$ cat config.mk
export PLATFORM = sky130hd
export DESIGN_NAME = poe_port_seq
export DESIGN_NICKNAME = d
export VERILOG_FILES = /design/src/rtl/poe_seq_pkg.sv /design/src/rtl/poe_interval_tmr.sv /design/src/rtl/poe_sig_judge.sv /design/src/rtl/poe_cls_map.sv /design/src/rtl/poe_port_seq.sv
export SDC_FILE = /design/constraint.sdc
export NUM_CORES = 1
export LEC_CHECK = 0
export BUFFER_PORTS_ARGS = -buffer_cell sky130_fd_sc_hd__buf_4
export CORE_ASPECT_RATIO = 1.1
export CORE_UTILIZATION = 30
export DETAILED_ROUTE_END_ITERATION = 8
export GPL_ROUTABILITY_DRIVEN = 0
export PLACE_DENSITY = 0.5
export SLEW_MARGIN = 20
export SYNTH_ARGS = -nofsm -noshare
export SYNTH_HDL_FRONTEND = slang
export SYNTH_SLANG_ARGS = --single-unit
$ cat constraint.sdc
create_clock -name clk -period 2.3 [get_ports clk]
set_clock_uncertainty 0.1 [all_clocks]
set_input_delay 0 -clock clk [delete_from_list [all_inputs] [get_ports clk]]
set_output_delay 0 -clock clk [all_outputs]
set_load 0.05 [all_outputs]
$ cat src/rtl/poe_seq_pkg.sv
package poe_seq_pkg;

  typedef enum logic [3:0] {
    ST_OFF     = 4'd0,
    ST_BACKOFF = 4'd1,
    ST_DET_A   = 4'd2,
    ST_DET_B   = 4'd3,
    ST_DET_C   = 4'd4,
    ST_CLS_1   = 4'd5,
    ST_MARK    = 4'd6,
    ST_CLS_2   = 4'd7,
    ST_POWER   = 4'd8
  } port_state_e;

  localparam logic [2:0] VS_OFF   = 3'd0;
  localparam logic [2:0] VS_LOW   = 3'd1;
  localparam logic [2:0] VS_HIGH  = 3'd2;
  localparam logic [2:0] VS_CLASS = 3'd3;
  localparam logic [2:0] VS_MARK  = 3'd4;
  localparam logic [2:0] VS_POWER = 3'd5;

  localparam logic [1:0] IL_OFF   = 2'd0;
  localparam logic [1:0] IL_DET   = 2'd1;
  localparam logic [1:0] IL_CLASS = 2'd2;
  localparam logic [1:0] IL_POWER = 2'd3;

  localparam int unsigned CLS_BANDS = 5;
  // Upper edges of class bands in microamps; index 0 is the lowest band.
  localparam logic [CLS_BANDS-1:0][31:0] CLS_EDGE =
    {32'd45000, 32'd31000, 32'd21000, 32'd13000, 32'd5000};
  localparam logic [2:0] CLS_BAD = 3'd7;

endpackage

$ cat src/rtl/poe_interval_tmr.sv
module poe_interval_tmr #(
  parameter int W = 16
) (
  input  logic         clk,
  input  logic         rst_n,
  input  logic         load,
  input  logic [W-1:0] load_val,
  input  logic         dec,
  output logic [W-1:0] cnt,
  output logic         zero
);

  always_ff @(posedge clk or negedge rst_n) begin
    if (!rst_n) begin
      cnt <= '0;
    end else if (load) begin
      cnt <= load_val;
    end else if (dec && (cnt != '0)) begin
      cnt <= cnt - W'(1);
    end
  end

  assign zero = (cnt == '0);

endmodule

$ cat src/rtl/poe_sig_judge.sv
module poe_sig_judge #(
  parameter int ADC_W  = 16,
  parameter int DI_MIN = 151,
  parameter int DI_MAX = 210
) (
  input  logic [ADC_W-1:0] i_low1,
  input  logic [ADC_W-1:0] i_high,
  input  logic [ADC_W-1:0] i_low2,
  output logic             rise_ok,
  output logic             fall_ok
);

  localparam int DW = ADC_W + 1;

  logic [1:0][ADC_W-1:0] low_pt;
  logic [1:0]            step_ok;

  assign low_pt = {i_low2, i_low1};

  // One window check per step: index 0 rising, index 1 falling.
  for (genvar g = 0; g < 2; g++) begin : g_step
    logic signed [DW-1:0] delta;
    assign delta = $signed({1'b0, i_high}) - $signed({1'b0, low_pt[g]});
    assign step_ok[g] = (delta >= $signed(DW'(DI_MIN))) &&
                        (delta <= $signed(DW'(DI_MAX)));
  end

  assign rise_ok = step_ok[0];
  assign fall_ok = step_ok[1];

endmodule

$ cat src/rtl/poe_cls_map.sv
module poe_cls_map
  import poe_seq_pkg::*;
#(
  parameter int ADC_W = 16
) (
  input  logic [ADC_W-1:0] cur,
  output logic [2:0]       cls
);

  logic [2:0] band;

  always_comb begin
    band = 3'd0;
    for (int k = 0; k < CLS_BANDS; k++) begin
      if (32'(cur) >= CLS_EDGE[k]) band = band + 3'd1;
    end
    cls = (band == 3'(CLS_BANDS)) ? CLS_BAD : band;
  end

endmodule

$ cat src/rtl/poe_port_seq.sv
module poe_port_seq
  import poe_seq_pkg::*;
#(
  parameter int ADC_W     = 16,
  parameter int DISC_W    = 8,
  parameter int TMR_W     = 16,
  parameter int SETTLE_A  = 8,
  parameter int SETTLE_B  = 12,
  parameter int BACKOFF_A = 20,
  parameter int BACKOFF_B = 40,
  parameter int CLASS_T   = 6,
  parameter int MARK_T    = 4,
  parameter int DI_MIN    = 151,
  parameter int DI_MAX    = 210,
  parameter int HOLD_TH   = 7500
) (
  input  logic              clk,
  input  logic              rst_n,
  input  logic              cfg_auto_start,
  input  logic              cfg_alt_b,
  input  logic              cfg_two_event,
  input  logic [DISC_W-1:0] cfg_disc_time,
  input  logic              host_en,
  input  logic              host_disable,
  input  logic              adc_valid,
  input  logic [ADC_W-1:0]  adc_data,
  output logic [2:0]        vset_code,
  output logic [1:0]        ilim_code,
  output logic              port_power,
  output logic [3:0]        status_state,
  output logic [2:0]        status_class,
  output logic              status_det_fault
);

  localparam logic [TMR_W-1:0] SET_A_T  = TMR_W'(SETTLE_A);
  localparam logic [TMR_W-1:0] SET_B_T  = TMR_W'(SETTLE_B);
  localparam logic [TMR_W-1:0] BOFF_A_T = TMR_W'(BACKOFF_A);
  localparam logic [TMR_W-1:0] BOFF_B_T = TMR_W'(BACKOFF_B);
  localparam logic [TMR_W-1:0] CLS_T    = TMR_W'(CLASS_T);
  localparam logic [TMR_W-1:0] MRK_T    = TMR_W'(MARK_T);
  localparam logic [ADC_W-1:0] HOLD_LVL = ADC_W'(HOLD_TH);

  // Reset: asynchronous assertion, synchronous release.
  logic [1:0] rsync_q;
  logic       rst_i_n;

  always_ff @(posedge clk or negedge rst_n) begin
    if (!rst_n) rsync_q <= 2'b00;
    else        rsync_q <= {rsync_q[0], 1'b1};
  end
  assign rst_i_n = rsync_q[1];

  port_state_e      st_q, st_d;
  logic             boot_q;
  logic [ADC_W-1:0] i_low1_q, i_high_q;
  logic [2:0]       cls1_q, cls_out_q;
  logic             flt_q, flt_d;
  logic             low1_en, high_en, cls1_en, cls_out_en, flt_en;
  logic [2:0]       cls_live;
  logic             rise_ok, fall_ok;
  logic             smp, below;
  logic             tmr_ld, tmr_dec, tmr_zero;
  logic [TMR_W-1:0] tmr_val, tmr_cnt;
  logic [TMR_W-1:0] settle_t, backoff_t, disc_t;

  assign settle_t  = cfg_alt_b ? SET_B_T  : SET_A_T;
  assign backoff_t = cfg_alt_b ? BOFF_B_T : BOFF_A_T;
  assign disc_t    = (cfg_disc_time == '0) ? TMR_W'(1) : TMR_W'(cfg_disc_time);
  assign smp       = adc_valid && tmr_zero;
  assign below     = adc_data < HOLD_LVL;

  poe_interval_tmr #(.W(TMR_W)) u_tmr (
    .clk      (clk),
    .rst_n    (rst_i_n),
    .load     (tmr_ld),
    .load_val (tmr_val),
    .dec      (tmr_dec),
    .cnt      (tmr_cnt),
    .zero     (tmr_zero)
  );

  poe_sig_judge #(.ADC_W(ADC_W), .DI_MIN(DI_MIN), .DI_MAX(DI_MAX)) u_judge (
    .i_low1  (i_low1_q),
    .i_high  (i_high_q),
    .i_low2  (adc_data),
    .rise_ok (rise_ok),
    .fall_ok (fall_ok)
  );

  poe_cls_map #(.ADC_W(ADC_W)) u_cls (
    .cur (adc_data),
    .cls (cls_live)
  );

  function automatic logic [TMR_W-1:0] entry_time(
    input port_state_e s, input logic [TMR_W-1:0] st_t,
    input logic [TMR_W-1:0] bo_t, input logic [TMR_W-1:0] dc_t);
    case (s)
      ST_DET_A, ST_DET_B, ST_DET_C: entry_time = st_t;
      ST_BACKOFF:                   entry_time = bo_t;
      ST_CLS_1, ST_CLS_2:           entry_time = CLS_T;
      ST_MARK:                      entry_time = MRK_T;
      ST_POWER:                     entry_time = dc_t;
      default:                      entry_time = '0;
    endcase
  endfunction

  // Next-state and control.
  always_comb begin
    st_d       = st_q;
    tmr_ld     = 1'b0;
    tmr_val    = '0;
    tmr_dec    = 1'b0;
    low1_en    = 1'b0;
    high_en    = 1'b0;
    cls1_en    = 1'b0;
    cls_out_en = 1'b0;
    flt_en     = 1'b0;
    flt_d      = flt_q;
    unique case (st_q)
      ST_OFF: begin
        if (host_en || (boot_q && cfg_auto_start)) st_d = ST_DET_A;
      end
      ST_BACKOFF: begin
        if (tmr_zero) st_d = ST_DET_A;
      end
      ST_DET_A: begin
        if (smp) begin
          low1_en = 1'b1;
          st_d    = ST_DET_B;
        end
      end
      ST_DET_B: begin
        if (smp) begin
          high_en = 1'b1;
          st_d    = ST_DET_C;
        end
      end
      ST_DET_C: begin
        if (smp) begin
          flt_en = 1'b1;
          if (rise_ok && fall_ok) begin
            flt_d = 1'b0;
            st_d  = ST_CLS_1;
          end else begin
            flt_d = 1'b1;
            st_d  = ST_BACKOFF;
          end
        end
      end
      ST_CLS_1: begin
        if (smp) begin
          if (cls_live == CLS_BAD) begin
            st_d = ST_BACKOFF;
          end else if (!cfg_two_event) begin
            cls_out_en = 1'b1;
            st_d       = ST_POWER;
          end else begin
            cls1_en = 1'b1;
            st_d    = ST_MARK;
          end
        end
      end
      ST_MARK: begin
        if (tmr_zero) st_d = ST_CLS_2;
      end
      ST_CLS_2: begin
        if (smp) begin
          if (cls_live == cls1_q) begin
            cls_out_en = 1'b1;
            st_d       = ST_POWER;
          end else begin
            st_d = ST_BACKOFF;
          end
        end
      end
      ST_POWER: begin
        if (adc_valid) begin
          if (below) begin
            if (tmr_cnt <= TMR_W'(1)) st_d = ST_BACKOFF;
            else                      tmr_dec = 1'b1;
          end else begin
            tmr_ld  = 1'b1;
            tmr_val = disc_t;
          end
        end
      end
      default: st_d = ST_OFF;
    endcase

    if (host_disable) st_d = ST_OFF;

    if (st_d != st_q) begin
      tmr_ld  = 1'b1;
      tmr_dec = 1'b0;
      tmr_val = entry_time(st_d, settle_t, backoff_t, disc_t);
    end else if (st_q != ST_POWER) begin
      tmr_dec = 1'b1;
    end
  end

  // State and captured data.
  always_ff @(posedge clk or negedge rst_i_n) begin
    if (!rst_i_n) begin
      st_q      <= ST_OFF;
      boot_q    <= 1'b1;
      i_low1_q  <= '0;
      i_high_q  <= '0;
      cls1_q    <= '0;
      cls_out_q <= '0;
      flt_q     <= 1'b0;
    end else begin
      st_q   <= st_d;
      boot_q <= 1'b0;
      if (low1_en)    i_low1_q  <= adc_data;
      if (high_en)    i_high_q  <= adc_data;
      if (cls1_en)    cls1_q    <= cls_live;
      if (cls_out_en) cls_out_q <= cls_live;
      if (flt_en)     flt_q     <= flt_d;
    end
  end

  // Front-end drive codes.
  always_comb begin
    vset_code = VS_OFF;
    ilim_code = IL_OFF;
    case (st_q)
      ST_DET_A, ST_DET_C: begin vset_code = VS_LOW;   ilim_code = IL_DET;   end
      ST_DET_B:           begin vset_code = VS_HIGH;  ilim_code = IL_DET;   end
      ST_CLS_1, ST_CLS_2: begin vset_code = VS_CLASS; ilim_code = IL_CLASS; end
      ST_MARK:            begin vset_code = VS_MARK;  ilim_code = IL_CLASS; end
      ST_POWER:           begin vset_code = VS_POWER; ilim_code = IL_POWER; end
      default:            begin vset_code = VS_OFF;   ilim_code = IL_OFF;   end
    endcase
  end

  assign port_power       = (st_q == ST_POWER);
  assign status_state     = st_q;
  assign status_class     = cls_out_q;
  assign status_det_fault = flt_q;

endmodule

# --- After elaboration in Yosys (flattened, before gate mapping) ---
# Index checks and enable logic that the tools add are counted.
totals:
  reg_bits: 62
  out_inout_bits: 14
classes:
  magnitude_cmp: 11
  n_addsub: 7
  n_reduce_logical: 19
  n_eq_ne: 21
  muxes: 60
op_table:
  columns: ["op", "count"]
  rows:
  - ["two-way mux 4 bit", 15]
  - ["two-way mux 16 bit", 3]
  - ["one-hot mux 8 bit (5 select lines)", 1]
  - ["one-hot mux 4 bit (9 select lines)", 1]
  - ["greater-or-equal comparator 17 x 9 -> 1 bit (second input constant)", 2]
  - ["less-or-equal comparator 17 x 9 -> 1 bit (second input constant)", 2]
  - ["subtractor 16 x 16 -> 17 bit", 2]
  - ["equality test 4 x 3 -> 1 bit (second input constant)", 8]
  - ["greater-or-equal comparator 16 x 15 -> 1 bit (second input constant)", 2]
  - ["two-way mux 8 bit", 4]
  - ["two-way mux 1 bit", 25]
  - ["two-way mux 3 bit", 7]
  - ["equality test 4 x 2 -> 1 bit (second input constant)", 4]
  - ["greater-or-equal comparator 16 x 13 -> 1 bit (second input constant)", 1]
  - ["greater-or-equal comparator 16 x 14 -> 1 bit (second input constant)", 1]
  - ["greater-or-equal comparator 16 bit (second input constant)", 1]
  - ["less-or-equal comparator 16 x 1 -> 1 bit (second input constant)", 1]
  - ["zero test 16 bit", 1]
  - ["< comparator 16 x 13 -> 1 bit (second input constant)", 1]
  - ["nonzero test 16 bit", 1]
  - ["subtractor 16 x 1 -> 16 bit (second input constant)", 1]
  - ["one-hot mux 3 bit (5 select lines)", 1]
  - ["adder 3 x 1 -> 3 bit (second input constant)", 3]
  - ["OR reduction 3 bit", 3]
  - ["other kinds (17)", 27]

# --- Depth between registers and ports, before layout ---
depth:
  depth_word: 22
  mapped_depth: 26
  ltp_nobuf: 25

# --- Cells and area by module ---
# Synthesis repeated with hierarchy kept, for this count alone.
unflattened:
  hier_cells: 654
  hier_area_um2: 5746.8
modules_own_cells:
  columns: ["module", "n_inst", "cells_per_inst", "area_per_inst_um2", "seq_area_each_um2"]
  rows:
  - ["poe_port_seq", 1, 217, 2473.6, 1152.4]
  - ["poe_sig_judge", 1, 250, 1765.4, 0.0]
  - ["poe_interval_tmr", 1, 124, 1063.5, 400.4]
  - ["poe_cls_map", 1, 63, 444.2, 0.0]

# --- Least setup slack after synthesis ---
# OpenSTA, ideal clock, no wires.
synth_timing:
  path_type: "input to register"
  startpoint: "in adc_data[4]"
  endpoint: "reg u_tmr.cnt[3]"
  stages: 22
  setup_slack_ps: -2338
  arrival_time_ps: 4413
  path_buffers: 0
  path_cell_list: "o311a_1 o21ai_0 a211oi_1 or3_1 ha_1 nor3b_1 nand4_1 o2111ai_1 ha_1 inv_1 a21oi_1 ha_1 xnor2_1 nor3_1 nor4_2 o21a_2 a211o_2 a221oi_4 mux2_4 a22o_1 a31oi_1 nor2_1"
synth_via:
  elab_chain_cells: 22
  elab_cells_between_ends: 62
  classes_between: "add/sub (5); order compare (8); eq/ne (12); mux (31); reduce/logical (6)"
synth_rtl:
  columns: ["item", "line_no", "text"]
  rows:
  - ["start: declaration", "poe_port_seq.sv:26", "input logic [ADC_W-1:0] adc_data,"]
  - ["greater-or-equal comparator 16 x 13 -> 1 bit", "poe_cls_map.sv:15", "if (32'(cur) >= CLS_EDGE[k]) band = band + 3'd1;"]
  - ["two-way mux 1 bit", "poe_cls_map.sv:15", null]
  - ["adder 1 x 1 -> 2 bit", "poe_cls_map.sv:15", null]
  - ["two-way mux 3 bit", "poe_cls_map.sv:15", null]
  - ["adder 3 x 1 -> 3 bit", "poe_cls_map.sv:15", null]
  - ["two-way mux 3 bit", "poe_cls_map.sv:15", null]
  - ["adder 3 x 1 -> 3 bit", "poe_cls_map.sv:15", null]
  - ["two-way mux 3 bit", "poe_cls_map.sv:15", null]
  - ["(+7 left out)", null, null]
  - ["one-hot mux 4 bit (9 select lines) *", "poe_port_seq.sv:120", "unique case (st_q)"]
  - ["two-way mux 4 bit *", "poe_port_seq.sv:191", "if (host_disable) st_d = ST_OFF;"]
  - ["named net st_d[1]", "poe_port_seq.sv:53", "port_state_e st_q, st_d;"]
  - ["equality test 4 x 2 -> 1 bit or equality test 4 x 3 -> 1 bit (tied branches)", "poe_port_seq.sv:98", "case (s)"]
  - ["OR reduction 3 bit or OR reduction 2 bit (tied branches)", "poe_port_seq.sv:98", null]
  - ["one-hot mux 8 bit (5 select lines)", "poe_port_seq.sv:98", null]
  - ["two-way mux 16 bit", "poe_port_seq.sv:193", "if (st_d != st_q) begin"]
  - ["two-way mux 16 bit", "poe_interval_tmr.sv:16", "end else if (load) begin"]
  - ["end signal: assignment", "poe_interval_tmr.sv:17", "cnt <= load_val;"]
  - ["end signal: assignment", "poe_interval_tmr.sv:19", "cnt <= cnt - W'(1);"]
  - ["end: declaration", "poe_interval_tmr.sv:9", "output logic [W-1:0] cnt,"]
# Mark *: on every way through the listed nets, which the timed path passes. The rest lies on a longest branch.
# A chain may end at the register's enable or synchronous reset.

# --- Worst setup path in the final report ---
layout_timing:
  startpoint: "in adc_data[4]"
  endpoint: "reg cls_out_q[0] (netlist: status_class[0])"
layout_via:
  elab_chain_cells: 16
  elab_cells_between_ends: 23
  classes_between: "add/sub (4); order compare (5); eq/ne (3); mux (11)"
layout_rtl:
  columns: ["item", "line_no", "text"]
  rows:
  - ["greater-or-equal comparator 16 x 13 -> 1 bit", "poe_cls_map.sv:15", null]
  - ["two-way mux 1 bit", "poe_cls_map.sv:15", null]
  - ["adder 1 x 1 -> 2 bit", "poe_cls_map.sv:15", null]
  - ["two-way mux 3 bit", "poe_cls_map.sv:15", null]
  - ["adder 3 x 1 -> 3 bit", "poe_cls_map.sv:15", null]
  - ["two-way mux 3 bit", "poe_cls_map.sv:15", null]
  - ["adder 3 x 1 -> 3 bit", "poe_cls_map.sv:15", null]
  - ["two-way mux 3 bit", "poe_cls_map.sv:15", null]
  - ["adder 3 x 1 -> 3 bit", "poe_cls_map.sv:15", null]
  - ["two-way mux 3 bit *", "poe_cls_map.sv:15", null]
  - ["equality test 3 bit", "poe_cls_map.sv:17", "cls = (band == 3'(CLS_BANDS)) ? CLS_BAD : band;"]
  - ["two-way mux 3 bit *", "poe_cls_map.sv:17", null]
  - ["equality test 3 bit (on tied branches)", "poe_port_seq.sv:169, poe_port_seq.sv:153", null]
  - ["two-way mux 1 bit (on tied branches)", "poe_port_seq.sv:169, poe_port_seq.sv:153", null]
  - ["two-way mux 1 bit (on tied branches)", "poe_port_seq.sv:168, poe_port_seq.sv:152", null]
  - ["one-hot mux 1 bit (2 select lines)", "poe_port_seq.sv:120", null]
  - ["end signal: assignment", "poe_port_seq.sv:218", "if (cls_out_en) cls_out_q <= cls_live;"]
  - ["end: declaration", "poe_port_seq.sv:56", "logic [2:0] cls1_q, cls_out_q;"]
# Every way passes the cells marked *; elsewhere a longest branch is shown, timed or not.

==> run metrics <==
Synth area leader=dfrtp_1; syn_area_per_cell=7.989 um^2; vias in the first global route=7035; Die Footprint=20890 um^2; f_max=0.2372 GHz; #FFs+latches synth=62; final worst path period need=4.216 ns; Yosys cell types=88; First DRT Iteration DRCs=245; Worst setup SP type=input pin; CTS max path bufs=2; multi-input logic area=4772 um^2; async set-reset flop share out of synthesis=1.000; RSZ-0062 raised after global routing=true; synthesized area=6096 um^2; final setup violation count=27; DR pass1 iterations=7; placed inst area=8896 um^2; hold depth=4; failing checks=setup timing; Layout Cells excl Fill=1369; CTS Sinks=62; routed vias=6961; DR top layer=met4; CTS tree=yes; HPWL Detailed=16310 um; Relative slew margins=0.6591; # diodes=0; CP Max Fanout=5; gr ovfl total=0; Met2 Wirelength=11220 um; Met1 Wirelength=9266 um; max-cap violations=0; H-tree levels=3; setup slack after layout=-1.916 ns; CP required=2.41 ns; Syn Nets=835; commonest non-fill, non-tap cells in the layout=buf_4 (319), nand2_1 (75), dfrtp_1 (60); Die H=151.5 um; top cells by area, synth=dfrtp_1 (25%), ha_1 (7.8%), o21ai_0 (5.3%); Register Area=1554 um^2; Placed Cells=1298; fin crit share=1.833; Initial Utilization=0.3069; Synth Flop Type=dfrtp_1; max-slew violations=0; Filler Cell Count=1934; synthesis-to-layout area growth=66.62%; Syn. warnings=0; crit path DAT=4.33 ns; Die X=137.9 um; Final Util=0.5113; worst-margin pin slew=0.5113 ns; first-pass GRT wire length=33980 um; worst reg-to-reg path cell count=16; Rows=54; design area=10160 um^2; drt drc=0; most common cell after layout, fill and taps aside=buf_4; ratio of cells with drive above 1 in the final layout=0.4226; status=finished, violations left; Seq/Total Area, Yosys=0.2547; IO Count=46; Via density=5.085; Worst setup EP type=flip-flop; share of the synthesized area in the top cell type=0.2504; GRT Total Usage=0.2091; cts bufs inserted=9; CP Class=input pin to flip-flop; antenna-violating nets left=0; Clk Latency, worst-skew pair=0.33 ns; metal3 WL=315 um; nets@finish=1185; Root Buffer=clkbuf_16; worst ir drop on vdd=0.5166 mV; initial antenna violation count=0; final wirelength=21180 um; port bufs=45; final hold violation count=0; worst hold path class=input pin to flip-flop; Cells after Synth=763; largest net degree at the start of global routing=41; P per Cell Area=776.6 nW/um^2; Post-synth EDFFs=0; total power=7888 uW; CORE AREA=19860 um^2; Worst-path clk slew=0.05 ns; routed wire length per instance=15.47 um; P_leak=0.004836 uW
## layout make-up
cell class | count | area share
multi-input combinational | 616 | 0.4698
timing repair buffer | 371 | 0.2980
sequential | 62 | 0.1530
tap | 252 | 0.03104
clock buffer | 11 | 0.02390
inverter | 53 | 0.01959
clock inverter | 4 | 0.004681
## kinds of logic after synthesis
| group | Yosys count | share of synthesized area |
|---|---|---|
| other cells | 2 | 0.001232 |
| flops | 62 | 0.2547 |
| buf+inv | 85 | 0.05439 |
| mux | 13 | 0.02360 |
| fa+ha+maj | 40 | 0.08457 |
| xor+xnor | 31 | 0.04905 |
| compound gates | 234 | 0.2755 |
| simple gates | 296 | 0.2570 |
## synth_stat cells, types with 11 or more instances
library cell  number
nand2_1           79
o21ai_0           64
dfrtp_1           61
inv_1             53
nor2_1            51
a21oi_1           38
ha_1              38
nor3_1            36
clkbuf_1          22
xnor2_1           18
a211oi_1          16
nor2b_1           15
nand3_1           14
nor4_1            13
o211ai_1          13
nand2b_1          11
xor2_1            11
## worst paths after layout
path	start	endpoint	slack [ns]
min in group asynchronous	rsync_q[1]	cls1_q[1]	0.14
max reg2reg	i_high_q[1]	u_tmr.cnt[3]	-1.70
min reg2reg	rsync_q[1]	cls1_q[1]	0.14
max	adc_data[4]	status_class[0]	-1.92
min	adc_data[8]	i_high_q[8]	0.006
max in group asynchronous	rsync_q[1]	boot_q	1.32
## through the flow
| stage | hold slack [ns] | setup slack [ns] | setup TNS [ns] |
|---|---|---|---|
| CTS | 0.007521 | -1.925 | -42.70 |
| floorplan | -0.3956 | -2.105 | -41.38 |
| global route | 0.007173 | -2.133 | -47.94 |
| global placement | -0.3167 | -2.285 | -54.08 |
| detailed placement | -0.3165 | -2.361 | -59.00 |
| finish | 0.006007 | -1.916 | -42.29 |
## where the power goes
| part | switching (uW) | internal, uW |
|---|---|---|
| clock network | 503 | 858 |
| logic | 2410 | 2590 |
| registers | 161 | 1360 |
| total | 3080 | 4810 |
## repair_timing
item	CTS	global route
hold buffers	26	0
pin swaps	53	29
setup endpoints to repair	59	58
hold endpoints to repair	28	0
cloned	0	5
setup buffers	16	13
resized for setup	52	52
## flip-flops by register name (all words and copies together) (netlist names)
register and cells:
status_state 4, boot_q 1, i_low1_q 16, status_class 3
u_tmr.cnt 16, rsync_q 2, i_high_q 16, status_det_fault 1
cls1_q 3
## worst max-delay path, cell delays in order
cell and delay [ns]:
buf_6 0.09, o311a_4 0.37, o21ai_2 0.11, a211oi_1 0.07, or3_1 0.34, ha_2 0.22
nor3b_4 0.15, nand4_1 0.09, o2111ai_2 0.13, ha_1 0.32, inv_2 0.05, a21oi_4 0.13
ha_4 0.18, xnor2_4 0.12, nor3_4 0.08, buf_6 0.12, nor4_4 0.33, o2111ai_4 0.16
buf_4 0.16, buf_4 0.12, buf_4 0.13, buf_4 0.12, buf_4 0.12, a211o_1 0.31
mux2_2 0.29
## layer usage
metal  global-route usage  up-vias
met5                    0        -
met4              0.05815        0
met3              0.02196       21
met2               0.3950       69
met1               0.2461     3321
li1                     -     3550
No activity file was read; power rests on OpenSTA's default activity.
